**config.mk**
```make
export PLATFORM = sky130hd
export DESIGN_NAME = adccfg_shifter
export DESIGN_NICKNAME = d
export VERILOG_FILES = /design/src/rtl/adccfg_pkg.sv /design/src/rtl/adccfg_sclk_gen.sv /design/src/rtl/adccfg_ctrl.sv /design/src/rtl/adccfg_shift.sv /design/src/rtl/adccfg_shifter.sv
export SDC_FILE = /design/constraint.sdc
export NUM_CORES = 1
export LEC_CHECK = 0
export BUFFER_PORTS_ARGS = -buffer_cell sky130_fd_sc_hd__buf_2
export CAP_MARGIN = 30
export CORE_AREA = 3 3 89 74
export CTS_BUF_LIST = sky130_fd_sc_hd__clkbuf_2
export CTS_CLUSTER_DIAMETER = 30
export DETAILED_ROUTE_END_ITERATION = 7
export DIE_AREA = 0 0 92 77
export GPL_ROUTABILITY_DRIVEN = 0
export PLACE_DENSITY = 0.79
export SLEW_MARGIN = 20
export SYNTH_ARGS = -nofsm -noshare
export SYNTH_HDL_FRONTEND = slang
export SYNTH_SLANG_ARGS = --single-unit
export TNS_END_PERCENT = 5
```
**constraint.sdc**
```tcl
create_clock -name clk -period 2.82 [get_ports clk]
set_clock_uncertainty 0.05 [all_clocks]
set_input_delay 0.141 -clock clk [delete_from_list [all_inputs] [get_ports clk]]
set_output_delay 0.141 -clock clk [all_outputs]
set_load 0.01 [all_outputs]
```
**src/rtl/adccfg_pkg.sv**
```systemverilog
package adccfg_pkg;

    localparam int REG_W     = 32;
    localparam int EXT_W     = 16;
    localparam int BYTE_W    = 8;
    localparam int LEN_FLD_W = 7;
    localparam int LEN_MIN   = 8;
    localparam int LEN_MAX   = 16;
    localparam int CNT_W     = $clog2(LEN_MAX + 1);

    typedef logic [EXT_W-1:0] frame_t;
    typedef logic [CNT_W-1:0] len_t;

    typedef enum logic {
        LAUNCH_ON_FALL = 1'b0,
        LAUNCH_ON_RISE = 1'b1
    } pol_e;

    typedef struct packed {
        pol_e   pol;
        len_t   len;
        frame_t frame;
    } xfer_cfg_t;

    function automatic len_t clamp_len(input logic [LEN_FLD_W-1:0] raw);
        if (raw < LEN_FLD_W'(LEN_MIN)) return len_t'(LEN_MIN);
        if (raw > LEN_FLD_W'(LEN_MAX)) return len_t'(LEN_MAX);
        return len_t'(raw);
    endfunction

    // Frame is left-aligned so that the first bit to send is always bit EXT_W-1.
    function automatic xfer_cfg_t decode_cfg(input logic [REG_W-1:0] w,
                                             input logic ext,
                                             input logic pol_bit);
        xfer_cfg_t c;
        c.pol = pol_bit ? LAUNCH_ON_RISE : LAUNCH_ON_FALL;
        if (ext) begin
            c.len   = clamp_len(w[LEN_FLD_W-1:0]);
            c.frame = w[REG_W-1 -: EXT_W];
        end else begin
            c.len   = len_t'(BYTE_W);
            c.frame = {w[BYTE_W-1:0], {(EXT_W-BYTE_W){1'b0}}};
        end
        return c;
    endfunction

endpackage

```
**src/rtl/adccfg_sclk_gen.sv**
```systemverilog
module adccfg_sclk_gen #(
    parameter int CLK_DIV = 4
) (
    input  logic clk,
    input  logic rst,
    input  logic run,
    output logic sclk,
    output logic rise_ev,
    output logic fall_ev
);
    localparam int HALF = CLK_DIV / 2;
    localparam int CW   = (HALF > 1) ? $clog2(HALF) : 1;

    logic [CW-1:0] hcnt;
    logic          wrap;

    assign wrap    = run && (hcnt == CW'(HALF - 1));
    assign rise_ev = wrap && !sclk;
    assign fall_ev = wrap &&  sclk;

    always_ff @(posedge clk) begin
        if (rst || !run) begin
            hcnt <= '0;
            sclk <= 1'b0;
        end else if (wrap) begin
            hcnt <= '0;
            sclk <= ~sclk;
        end else begin
            hcnt <= hcnt + CW'(1);
        end
    end

    AST_SCLK_IDLE_LOW: assert property (@(posedge clk) disable iff (rst)
        !run |-> !sclk);

    AST_HALF_PERIOD: assert property (@(posedge clk) disable iff (rst)
        (run && $rose(sclk)) |=> sclk);

endmodule

```
**src/rtl/adccfg_ctrl.sv**
```systemverilog
module adccfg_ctrl
    import adccfg_pkg::*;
(
    input  logic             clk,
    input  logic             rst,
    input  logic             wr_en,
    input  logic [REG_W-1:0] wr_data,
    input  logic             ext_mode,
    input  logic             edge_sel,
    input  logic             fall_ev,
    output logic             busy,
    output logic             done,
    output logic             start,
    output xfer_cfg_t        nxt_cfg,
    output xfer_cfg_t        cfg,
    output logic             last_bit
);
    len_t bitcnt;
    logic finish;

    assign start    = wr_en && !busy;
    assign nxt_cfg  = decode_cfg(wr_data, ext_mode, edge_sel);
    assign last_bit = (bitcnt == len_t'(cfg.len - len_t'(1)));
    assign finish   = busy && fall_ev && last_bit;

    always_ff @(posedge clk) begin
        if (rst) begin
            busy   <= 1'b0;
            done   <= 1'b0;
            bitcnt <= '0;
            cfg    <= '{pol: LAUNCH_ON_FALL, len: len_t'(LEN_MIN), frame: '0};
        end else begin
            done <= 1'b0;
            if (start) begin
                busy   <= 1'b1;
                bitcnt <= '0;
                cfg    <= nxt_cfg;
            end else if (finish) begin
                busy <= 1'b0;
                done <= 1'b1;
            end else if (busy && fall_ev) begin
                bitcnt <= bitcnt + len_t'(1);
            end
        end
    end

    AST_LEN_IN_RANGE: assert property (@(posedge clk) disable iff (rst)
        busy |-> (cfg.len >= len_t'(LEN_MIN) && cfg.len <= len_t'(LEN_MAX)));

    AST_BUSY_WRITE_IGNORED: assert property (@(posedge clk) disable iff (rst)
        (busy && wr_en && !(fall_ev && last_bit)) |=> busy && !done);

    AST_CFG_HELD: assert property (@(posedge clk) disable iff (rst)
        busy |=> $stable(cfg));

    AST_DONE_SINGLE: assert property (@(posedge clk) disable iff (rst)
        done |=> !done);

    AST_DONE_ON_END: assert property (@(posedge clk) disable iff (rst)
        $fell(busy) |-> done);

endmodule

```
**src/rtl/adccfg_shift.sv**
```systemverilog
module adccfg_shift
    import adccfg_pkg::*;
(
    input  logic   clk,
    input  logic   rst,
    input  logic   start,
    input  pol_e   start_pol,
    input  frame_t start_frame,
    input  pol_e   pol,
    input  logic   busy,
    input  logic   rise_ev,
    input  logic   fall_ev,
    input  logic   last_bit,
    input  logic   sdi,
    output logic   sdo,
    output frame_t rx_data
);
    frame_t tx_sr;
    frame_t rx_sr;
    logic   launch_ev;
    logic   sample_ev;
    logic   finish;

    assign launch_ev = busy && ((pol == LAUNCH_ON_RISE) ? rise_ev : (fall_ev && !last_bit));
    assign sample_ev = busy && ((pol == LAUNCH_ON_RISE) ? fall_ev : rise_ev);
    assign finish    = busy && fall_ev && last_bit;

    always_ff @(posedge clk) begin
        if (rst) begin
            tx_sr   <= '0;
            rx_sr   <= '0;
            sdo     <= 1'b0;
            rx_data <= '0;
        end else if (start) begin
            rx_sr <= '0;
            if (start_pol == LAUNCH_ON_FALL) begin
                sdo   <= start_frame[EXT_W-1];
                tx_sr <= start_frame << 1;
            end else begin
                tx_sr <= start_frame;
            end
        end else begin
            if (launch_ev) begin
                sdo   <= tx_sr[EXT_W-1];
                tx_sr <= tx_sr << 1;
            end
            if (sample_ev) begin
                rx_sr <= {rx_sr[EXT_W-2:0], sdi};
            end
            if (finish) begin
                rx_data <= (pol == LAUNCH_ON_RISE) ? {rx_sr[EXT_W-2:0], sdi} : rx_sr;
            end
        end
    end

    AST_NO_LAUNCH_IDLE: assert property (@(posedge clk) disable iff (rst)
        (!busy && !start) |=> $stable(sdo));

endmodule

```
**src/rtl/adccfg_shifter.sv**
```systemverilog
module adccfg_shifter
    import adccfg_pkg::*;
#(
    parameter int CLK_DIV = 4
) (
    input  logic        clk,
    input  logic        rst,
    input  logic        wr_en,
    input  logic [31:0] wr_data,
    input  logic        ext_mode,
    input  logic        edge_sel,
    input  logic        sdi,
    output logic        sclk,
    output logic        sdo,
    output logic        busy,
    output logic        done,
    output logic [15:0] rx_data
);
    logic      start;
    logic      last_bit;
    logic      rise_ev;
    logic      fall_ev;
    xfer_cfg_t nxt_cfg;
    xfer_cfg_t cfg;

    adccfg_ctrl u_ctrl (
        .clk      (clk),
        .rst      (rst),
        .wr_en    (wr_en),
        .wr_data  (wr_data),
        .ext_mode (ext_mode),
        .edge_sel (edge_sel),
        .fall_ev  (fall_ev),
        .busy     (busy),
        .done     (done),
        .start    (start),
        .nxt_cfg  (nxt_cfg),
        .cfg      (cfg),
        .last_bit (last_bit)
    );

    adccfg_sclk_gen #(.CLK_DIV(CLK_DIV)) u_sclk (
        .clk     (clk),
        .rst     (rst),
        .run     (busy),
        .sclk    (sclk),
        .rise_ev (rise_ev),
        .fall_ev (fall_ev)
    );

    adccfg_shift u_shift (
        .clk         (clk),
        .rst         (rst),
        .start       (start),
        .start_pol   (nxt_cfg.pol),
        .start_frame (nxt_cfg.frame),
        .pol         (cfg.pol),
        .busy        (busy),
        .rise_ev     (rise_ev),
        .fall_ev     (fall_ev),
        .last_bit    (last_bit),
        .sdi         (sdi),
        .sdo         (sdo),
        .rx_data     (rx_data)
    );

    AST_LAUNCH_EDGE: assert property (@(posedge clk) disable iff (rst)
        (!$stable(sdo) && !$past(start)) |->
            ((cfg.pol == LAUNCH_ON_RISE) ? $rose(sclk) : $fell(sclk)));

    AST_RX_HELD: assert property (@(posedge clk) disable iff (rst)
        !done |-> $stable(rx_data));

endmodule

```
# After elaboration in Yosys (flattened, before gate mapping)
# Cells that the tools add are included.
[word_totals] word_cells=64 regBits=64 in_bits=38 output_inout_bits=20
[classes] mux=23 n_bitwise=3 order_cmp=2 n_reduce_logical=20 n_eq_ne=2 add_sub_neg=3
[ops] cell="16-bit two-way mux" n=4
[ops] cell="21-bit two-way mux" n=1
[ops] cell="5-bit two-way mux" n=4
[ops] cell="1-bit two-way mux" n=14
[ops] cell="1-bit logical AND" n=9
[ops] cell="7-bit by 5-bit > comparator with 1-bit output, second input constant" n=1
[ops] cell="7-bit by 4-bit < comparator with 1-bit output, second input constant" n=1
[ops] cell="2-bit AND reduction" n=3
[ops] cell="5-bit by 1-bit adder with 5-bit output, second input constant" n=1
[ops] cell="5-bit equality test" n=1
[ops] cell="5-bit by 1-bit subtractor with 5-bit output, second input constant" n=1
[ops] cell="2-bit nonzero test" n=2
[ops] cell="2-bit OR reduction" n=2
[ops] cell="1-bit logical NOT" n=3
[ops] cell="1-bit NOT" n=3
[ops] cell="2-bit inequality test, second input constant" n=1
[ops] cell="1-bit adder, second input constant" n=1
[ops] cell="1-bit logical OR" n=1

# Logic depth before layout (Yosys ltp)
# Gate-level depths: netlist (run 1).
[depth] depth_word=10 ltp_mapped=8 ltp_nobuf=7

# Hierarchy
# A second synthesis (run 1) with hierarchy kept.
[hier_totals] hier_cells=451 area_unflattened_um2=4078.9
[by_module_without_submodules] module="adccfg_shift" seq_area_each_um2=980.9 instances=1 cells_each=267 area_per_inst_um2=2588.7
[by_module_without_submodules] module="adccfg_ctrl" seq_area_each_um2=580.6 instances=1 cells_each=175 area_per_inst_um2=1412.6
[by_module_without_submodules] module="adccfg_sclk_gen" seq_area_each_um2=40.0 instances=1 cells_each=9 area_per_inst_um2=77.6

# Least setup slack after synthesis (run 1)
# No wires, ideal clock.
[synth_path] path_type="flip-flop to flip-flop" start="register, netlist name u_ctrl.cfg[16]" end="register u_ctrl.bitcnt[3]" slack_ps=745 setup_ps=71 required_time_ps=2699 arrival_time_ps=1954 stages_incl_launch_ff=8 path_buffers=0 synth_period_minus_slack_ps=2075 path_cell_list="dfxtp_1 > inv_1 > ha_1 > and3_2 > o2bb2ai_1 > a211oi_2 > or4_1 > a21oi_1"
[synth_between] elab_chain_cells=5
[synth_lines] item="5-bit by 1-bit subtractor with 5-bit output" line_no="adccfg_ctrl.sv:23" text="assign last_bit = (bitcnt == len_t'(cfg.len - len_t'(1)));"
[synth_lines] item="5-bit equality test" line_no="adccfg_ctrl.sv:23"
[synth_lines] item="1-bit logical AND" line_no="adccfg_ctrl.sv:24" text="assign finish = busy && fall_ev && last_bit;"
[synth_lines] item="1-bit NOT (no source line)"
[synth_lines] item="2-bit AND reduction (no source line)"
[synth_lines] item="end signal, assigned" line_no="adccfg_ctrl.sv:42" text="bitcnt <= bitcnt + len_t'(1);"
[synth_lines] item="end, declared" line_no="adccfg_ctrl.sv:18" text="len_t bitcnt;"
# No other way between the ends.
# A chain may end at the register's enable or synchronous reset.

# Worst setup path after layout (run 1)
[layout_path] start="register, netlist name u_ctrl.cfg[16]" end="register u_shift.rx_data[4]"
[layout_between] elab_chain_cells=4
[layout_lines] item="5-bit by 1-bit subtractor with 5-bit output" line_no="adccfg_ctrl.sv:23"
[layout_lines] item="5-bit equality test" line_no="adccfg_ctrl.sv:23"
[layout_lines] item="1-bit logical AND" line_no="adccfg_shift.sv:26" text="assign finish = busy && fall_ev && last_bit;"
[layout_lines] item="2-bit AND reduction (no source line)"
[layout_lines] item="end signal, assigned" line_no="adccfg_shift.sv:51" text="rx_data <= (pol == LAUNCH_ON_RISE) ? {rx_sr[EXT_W-2:0], sdi} : rx_sr;"
[layout_lines] item="end, declared" line_no="adccfg_shift.sv:16" text="output frame_t rx_data"
# No other way between the ends.

==> results of run 1 <==
-- worst min-delay path: stages --
cell and delay [ps]:
buf_2 90, mux2i_1 60, nor2_1 70, a2111oi_0 50, nor3_1 130
-- through the flow --
stage          instances  area, um^2  power, mW  hold slack (ps)  utilization
5_1_grt              488        3700       1.71             5.57        0.635
3_3_place_gp         457        3450       1.15              327        0.594
2_1_floorplan        343        3160       1.09              200            -
3_5_place_dp         457        3450       1.15              331        0.594
4_1_cts              487        3690       1.63             1.35        0.634
6_report             488        3700       1.62             32.3        0.635
-- cells by family after synthesis --
| logic type | count (synthesis) | share of synthesized area |
|---|---|---|
| AO/OA/AOI/OAI | 90 | 0.209 |
| XOR/XNOR | 10 | 0.0337 |
| adder cells (fa/ha/maj) | 2 | 0.00793 |
| buffers and inverters | 31 | 0.0436 |
| flip-flops | 64 | 0.406 |
| multiplexers | 49 | 0.155 |
| AND/OR/NAND/NOR | 97 | 0.144 |
-- cell usage after synthesis (3+ instances only) --
cell type,number,area (um^2)
a2111oi_0,13,114
a211oi_1,14,105
a211oi_2,4,50.1
a21oi_1,23,115
a31oi_1,3,18.8
buf_2,5,25.0
clkbuf_1,15,56.3
dfxtp_1,64,1280
inv_1,6,22.5
mux2i_1,49,490
nand2_1,12,45.0
nand2b_1,5,31.3
nand3_1,5,25.0
nor2_1,46,173
nor3_1,16,80.1
o21ai_0,9,45.0
o22ai_1,7,43.8
o31ai_1,3,22.5
or4_1,3,22.5
xnor2_1,3,26.3
xor2_1,6,52.6
-- layer usage --
metal  wire [um]  up-vias
li1            -     1394
met1        3320     1282
met2        3240       78
met3         464        9
met4          78        0
met5           0        -
-- registers in the layout, summed over array words and instances (netlist names) --
name	count
u_shift.rx_data	16
u_shift.rx_sr	16
u_shift.tx_sr	16
u_ctrl.cfg	6
u_ctrl.bitcnt	5
u_ctrl.busy	1
u_ctrl.done	1
u_sclk.hcnt	1
u_sclk.sclk	1
u_shift.sdo	1
-- placed cells by master (no fill, tap or decap), types with 2 or more instances in the layout --
cell and n:
buf_2 49, a31oi_1 3, a311oi_1 2, clkinv_4 2, o2111ai_1 2, nand3_1 5, clkbuf_2 9, or4_1 3
o22ai_1 7, mux2i_1 49, nor2_1 46, a2111oi_0 13, o31ai_1 3, a211oi_2 4, o21ai_0 9, xnor2_1 3
inv_1 6, dfxtp_1 64, buf_4 9, ha_1 2, nand2b_1 5, nor3_1 16, xor2_1 6, nand2_1 12
clkinv_2 2, a211oi_1 14, dlygate4sd3_1 15, a21oi_1 23
-- power by group --
group / internal [mW] / switching, mW
Clock: 0.116 / 0.354
Sequential: 0.929 / 0.0177
Combinational: 0.0893 / 0.114
-- final cells by class --
cell class / instances / area [um^2] / area share
well taps: 81 / 101 / 0.0274
flip-flops and latches: 64 / 1280 / 0.347
repair buffers: 73 / 463 / 0.125
clock inverters: 7 / 47.5 / 0.0129
multi-input cells: 248 / 1740 / 0.470
clock buffers: 9 / 45.0 / 0.0122
inverters: 6 / 22.5 / 0.00609
-- worst max-delay path by stage --
stage	from	to	slack, ps	cells after the start
global route	u_ctrl.cfg[16]	u_shift.tx_sr[11]	260	7
CTS	u_ctrl.cfg[16]	u_shift.rx_data[4]	450	8
detailed placement	u_ctrl.cfg[16]	u_shift.rx_data[2]	500	8
finish	u_ctrl.cfg[16]	u_shift.rx_data[4]	430	8
floorplan	u_ctrl.cfg[16]	u_ctrl.bitcnt[3]	750	7
global placement	u_ctrl.cfg[16]	u_shift.tx_sr[9]	610	7
-- what timing repair did --
item	4_1_cts	5_1_grt
gates resized for setup	0	0
hold buffers	14	1
endpoints found under the hold margin	10	1
==> results.txt, run 1 <==
The CTS tree is done. The setup fix buffers added after clock tree synthesis is 0. The number of buffers on the longest clock path is 2. The number of H-tree levels came out at 3. In the final layout, the share of cells above drive strength 1 is 0.209. The depth of the most critical reg-to-reg path came out at 8.

The worst min-delay path category is in2reg. The starting DRC count in detailed routing is 192. The total iterations of the first detailed-routing run is 4. The floorplan has 25 rows.

For met2 alone, demand over resource in global routing was 0.316. The count of final hold-check violations came out at 0. For this run, design rule violations remaining after detail routing come to 0.

The detailed-placement wirelength estimate is 4760 um. The global-route wire length before repair is 11800 um. The share of async-settable or async-resettable flops after synthesis is 0. The global routing usage summed across all routing layers came out at 0.206. The number of global-route vias before repair came to 2531.

For this configuration, the core starts out at a cell density of 0.542. Dividing the synthesized area by the synthesized cell count gives 9.20 um^2. The initial antenna violation count is 0.

The warning count from the yosys run came out at 0. The number of filler instances in the final layout is 519. The total grt overflow came out at 0. The post-synthesis sequential area ratio came out at 0.406. The number of nets at the end of the flow is 442. The maximum vdd drop is 0.227 mV. The total leakage power came out at 1.36 nW. Measured along the x axis, the die boundary spans 92 um.

The per-cell via count in the routed design came out at 5.66. The clock-pin slew on the worst setup and hold paths is 190 ps. The flow ran to the end, and the final reports show no timing, DRC or antenna violations.

The average wire per standard cell is 14.6 um. The critical hold path startpoint is wr_data[22]. The number of distinct standard cells referenced by the synthesized netlist came out at 48.

The quantity of I/O buffers inserted on ports is 49. Setup repair after global routing left no endpoint under its margin. The startpoint identified for the worst register-to-register timing path is u_ctrl.cfg[16].

For met1 alone, demand over resource in global routing was 0.274. The worst setup path is of the reg2reg kind. The critical path goes through inv_1 -> ha_1 -> xor2_1 -> o211ai_2 -> a2111oi_4 -> buf_4 -> nor2_1 -> a211oi_1.

The area added between synthesis and finish is 17.2%. The number of endpoints failing setup at the final stage came out at 0. The share of the clock period used by the worst path came out at 0.848. At the later pin of the worst-skew pair, clock insertion delay measures 510 ps. STA classifies the critical path endpoint as a flop.

The worst max-slew margin expressed relative to the limit came out at 0.485. Counting every sink on the clock net gives 64. The buffering stage count on the worst path with inverters included came out at 2. Entering global routing, the biggest net connects 43 pins. In this run the worst path has a maximum fanout of 33. In this run, synthesis inferred 0 flip-flops with an integrated enable.

The count of state elements after synthesis came out at 64. The post-route antenna net violation count came out at 0. The die extent in y came out at 77 um.

The net count after synthesis is 383. The antenna diode count came out at 0. The via count of the routed design is 2763.

For this run, the slowest stage of the critical path takes 450 ps. The most used flip-flop cell after synthesis is dfxtp_1. The kind of start point of the critical path is a flop. For the final routed database, the setup TNS stands at 0 ps. The number of pins exceeding their max-slew limit in the final report was 0.

For the worst setup path, the data arrival time is 2750 ps. The setup slack after placement came out at 504 ps. The worst register-to-register path has a setup slack of 430 ps.

The required time reported for the critical path endpoint came out at 3180 ps. The endpoint identified for the worst register-to-register timing path is u_shift.rx_data[4]. The area of the placeable core came out at 5820 um^2. The met3 usage came out at 0.0725. Setup slack closes at 429 ps. The most used routing layer is met2. The synthesized netlist cell count came out at 343. The floorplan step defined a die boundary enclosing 7080 um^2. The tool flagged a number of max-cap violations equal to 0. The worst hold path terminates at u_shift.tx_sr[7].

On the critical path the largest part of the delay comes from compound AO/OA/AOI/OAI gates. The final routed wirelength across all metal layers is 7110 um. Summing every instance area after synthesis gives 3160 um^2. The upper clock frequency limit came out at 0.418 GHz. The highest-delay cell along the critical path is dfxtp_1. The measured slew at the worst slew-check pin is 773 ps. CTS placed an instance of clkbuf_2 at the clock tree root.

For the finished layout, the period the worst path requires is 2390 ps. Along the worst hold path, the cell count comes to 5. The power per cell area is 438 nW/um^2. The clock buffer count from CTS is 9. The number of placed I/O pins is 58.
Power figures use the tool's default switching activity.
==> inputs of run 2 (changes only) <==
Clock period 2.82 ns to 2.4 ns, I/O delays scaled along.
==> results.txt, run 2 (same netlist as run 1, synthesis figures left out) <==
The share of the clock period used by the worst path is 0.953 (+0.105). The total grt overflow is 0 (unchanged). The number of placement rows is 25 (unchanged).

TritonCTS built the clock tree. The highest-delay cell along the critical path is or4_1. The via count of the routed design was 2768 (+0.18%). The worst max-slew margin expressed relative to the limit was 0.456 (-0.0285). The number of nets at the end of the flow is 442 (unchanged). The largest net degree at the start of global routing came out at 43 (unchanged).

The area of the placeable core is 5820 um^2 (unchanged). The detailed-placement wirelength estimate was 4810 um (+1.2%). The endpoint class of the critical path is a flop. The die extent in y is 77 um (unchanged). The data arrival time of the critical path came to 2660 ps (-90 ps).

The run finished with clean final reports. The endpoint of the lowest-slack register-to-register path is u_ctrl.bitcnt[4]. In this run the critical register-to-register path is launched from u_ctrl.cfg[16]. The total leakage power was 1.36 nW (+0.44%). The count of final hold-check violations is 0 (unchanged).

The per-cell via count in the routed design is 5.67 (+0.18%). In the layout the commonest cells are 64 x dfxtp_1, 49 x mux2i_1, 49 x buf_2. The setup fix buffers added after clock tree synthesis was 0 (unchanged). The quantity of I/O buffers inserted on ports came out at 49 (unchanged). The biggest cell delay along the critical path is 530 ps (+80 ps). The global-route wire length before repair came out at 11900 um (+0.70%). The number of endpoints failing setup at the final stage is 0 (unchanged). The measured slew at the worst slew-check pin was 816 ps (+42.8 ps). The maximum vdd drop is 0.297 mV (+31%). The upper clock frequency limit came out at 0.437 GHz (+4.6%).

The final routed wirelength across all metal layers is 7000 um (-1.5%). The die extent in x came out at 92 um (unchanged). The average wire per standard cell is 14.3 um (-1.5%). The reg-to-reg setup timing slack came out at 110 ps (-320 ps). The total iterations of the first detailed-routing run is 7 (+3). The total die area was 7080 um^2 (unchanged). The depth of the most critical reg-to-reg path came to 7 (-1).

The number of pins exceeding their max-slew limit in the final report came out at 0 (unchanged). The max-capacitance violation count came out at 0 (unchanged). The worst setup path is launched from a flop. The required time reported for the critical path endpoint came out at 2770 ps (-410 ps). The clock buffer count from CTS is 9 (unchanged). Traced cell by cell, the critical path runs through inv_1 -> ha_1 -> and3_2 -> o2bb2ai_1 -> a211oi_2 -> or4_1 -> a21oi_1. The number of H-tree levels came to 3 (unchanged).

The path class of the tightest hold or removal check is in2reg. The post-route antenna net violation count was 0 (unchanged). The initial antenna violation count came out at 0 (unchanged). The starting DRC count in detailed routing is 198 (+3.1%). The DRC violations left came out at 0 (unchanged). The clock-pin slew on the worst setup and hold paths came out at 180 ps (about the same).

The clock sink count was 64 (unchanged). The initial core utilization is 0.542 (unchanged). The worst setup path is of the reg2reg kind.

The number of buffers on the longest clock path is 2 (unchanged). The maximum fanout encountered on the critical timing path is 10 (-70%). The post-route setup TNS came out at 0 ps (unchanged). Setup repair after global routing left no endpoint under its margin.

The total non-filler cell area in the finished layout came to 3700 um^2 (+0.20%). The later-pin clock latency in the skew report is 490 ps (-20 ps). The number of placed I/O pins is 58 (unchanged).

Tracing the worst setup path back leads to its startpoint at u_ctrl.cfg[16]. Compared with the post-synthesis result, the final layout area differs by 17.4%. The cell sitting at the root of the clock tree is a clkbuf_2. The ratio of cells with drive above 1 in the final layout is 0.216 (+0.00737). The power per cell area is 506 nW/um^2 (+16%). The antenna diode count is 0 (unchanged). The most critical setup path has its endpoint at u_ctrl.bitcnt[4]. The global routing usage summed across all routing layers came out at 0.205 (-0.000999).

The number of global-route vias before repair is 2583 (+2.1%). The total cell area at the placement stage came out at 3470 um^2 (+0.58%). The largest registers in the layout are u_shift.rx_data (16), u_shift.rx_sr (16), u_shift.tx_sr (16). The leading cell type in the layout, fill and taps excluded is dfxtp_1. The minimum clock period after layout was 2290 ps (-104 ps).
-- run 2: cell types whose count changed in the layout (fill, tap and decap cells not counted), sizes merged --
cell | before | now
buf | 58 | 59
clkinv | 5 | 3
dlygate4sd3 | 15 | 14
inv | 7 | 6
clkbuf | 9 | 12
-- run 2: area by class of cell --
class                   count  area, um^2
fillers                   510        2110
multi-input cells         248        1750
flip-flops and latches     64        1280
repair buffers             73         473
well taps                  81         101
clock buffers              12        60.1
inverters                   6        22.5
clock inverters             4        21.3
-- run 2: through the flow --
stage | power [mW] | hold WS [ps] | util | cells | setup WS (ps)
finish | 1.88 | 27.8 | 0.637 | 488 | 113
detailed placement | 1.36 | 312 | 0.597 | 458 | 47.6
global placement | 1.35 | 312 | 0.597 | 458 | 211
CTS | 1.88 | 9.91 | 0.635 | 488 | 16.1
global route | 1.97 | 34.4 | 0.637 | 488 | 3.15
floorplan | 1.28 | 179 | - | 343 | 325
-- run 2: repair_timing --
| item | CTS | global route |
|---|---|---|
| hold buffers | 14 | 0 |
| setup endpoints to repair | 0 | 11 |
| hold endpoints to repair | 9 | 0 |
| resized for setup | 0 | 3 |
-- run 2: how the worst min path moves through the flow --
stage	startpoint	endpoint	slack [ps]	depth (start not counted)
2_1_floorplan	wr_data[0]	u_ctrl.cfg[16]	180	2
3_3_place_gp	wr_data[1]	u_ctrl.cfg[17]	310	3
3_5_place_dp	wr_data[2]	u_ctrl.cfg[18]	310	3
4_1_cts	wr_data[17]	u_shift.tx_sr[1]	10	5
5_1_grt	wr_data[23]	u_shift.tx_sr[7]	30	5
6_report	wr_data[19]	u_shift.tx_sr[4]	30	5
-- run 2: routing by layer --
metal | global-route usage | vias up | share of wire
met1 | 0.275 | 1274 | 0.46
met3 | 0.0676 | 12 | 0.073
met5 | 0 | - | 0
li1 | - | 1398 | -
met4 | 0.0608 | 0 | 0.013
met2 | 0.313 | 84 | 0.45
-- run 2: worst max-delay path, delay by kind of cell (launching register included) --
family / cells / cell delay (ps)
AO/OA/AOI/OAI: 3 / 680
adder cells (fa/ha/maj): 1 / 240
buffers and inverters: 1 / 80
flip-flops: 1 / 410
AND/OR/NAND/NOR: 2 / 760
-- run 2: where the power goes --
| group | internal, mW | total, mW | leakage [nW] | switching [mW] |
|---|---|---|---|---|
| sequential | 1.09 | 1.11 | 0.519 | 0.0207 |
| combinational | 0.109 | 0.245 | 0.782 | 0.136 |
| clock | 0.143 | 0.520 | 0.0594 | 0.377 |
| total | 1.34 | 1.88 | 1.36 | 0.533 |
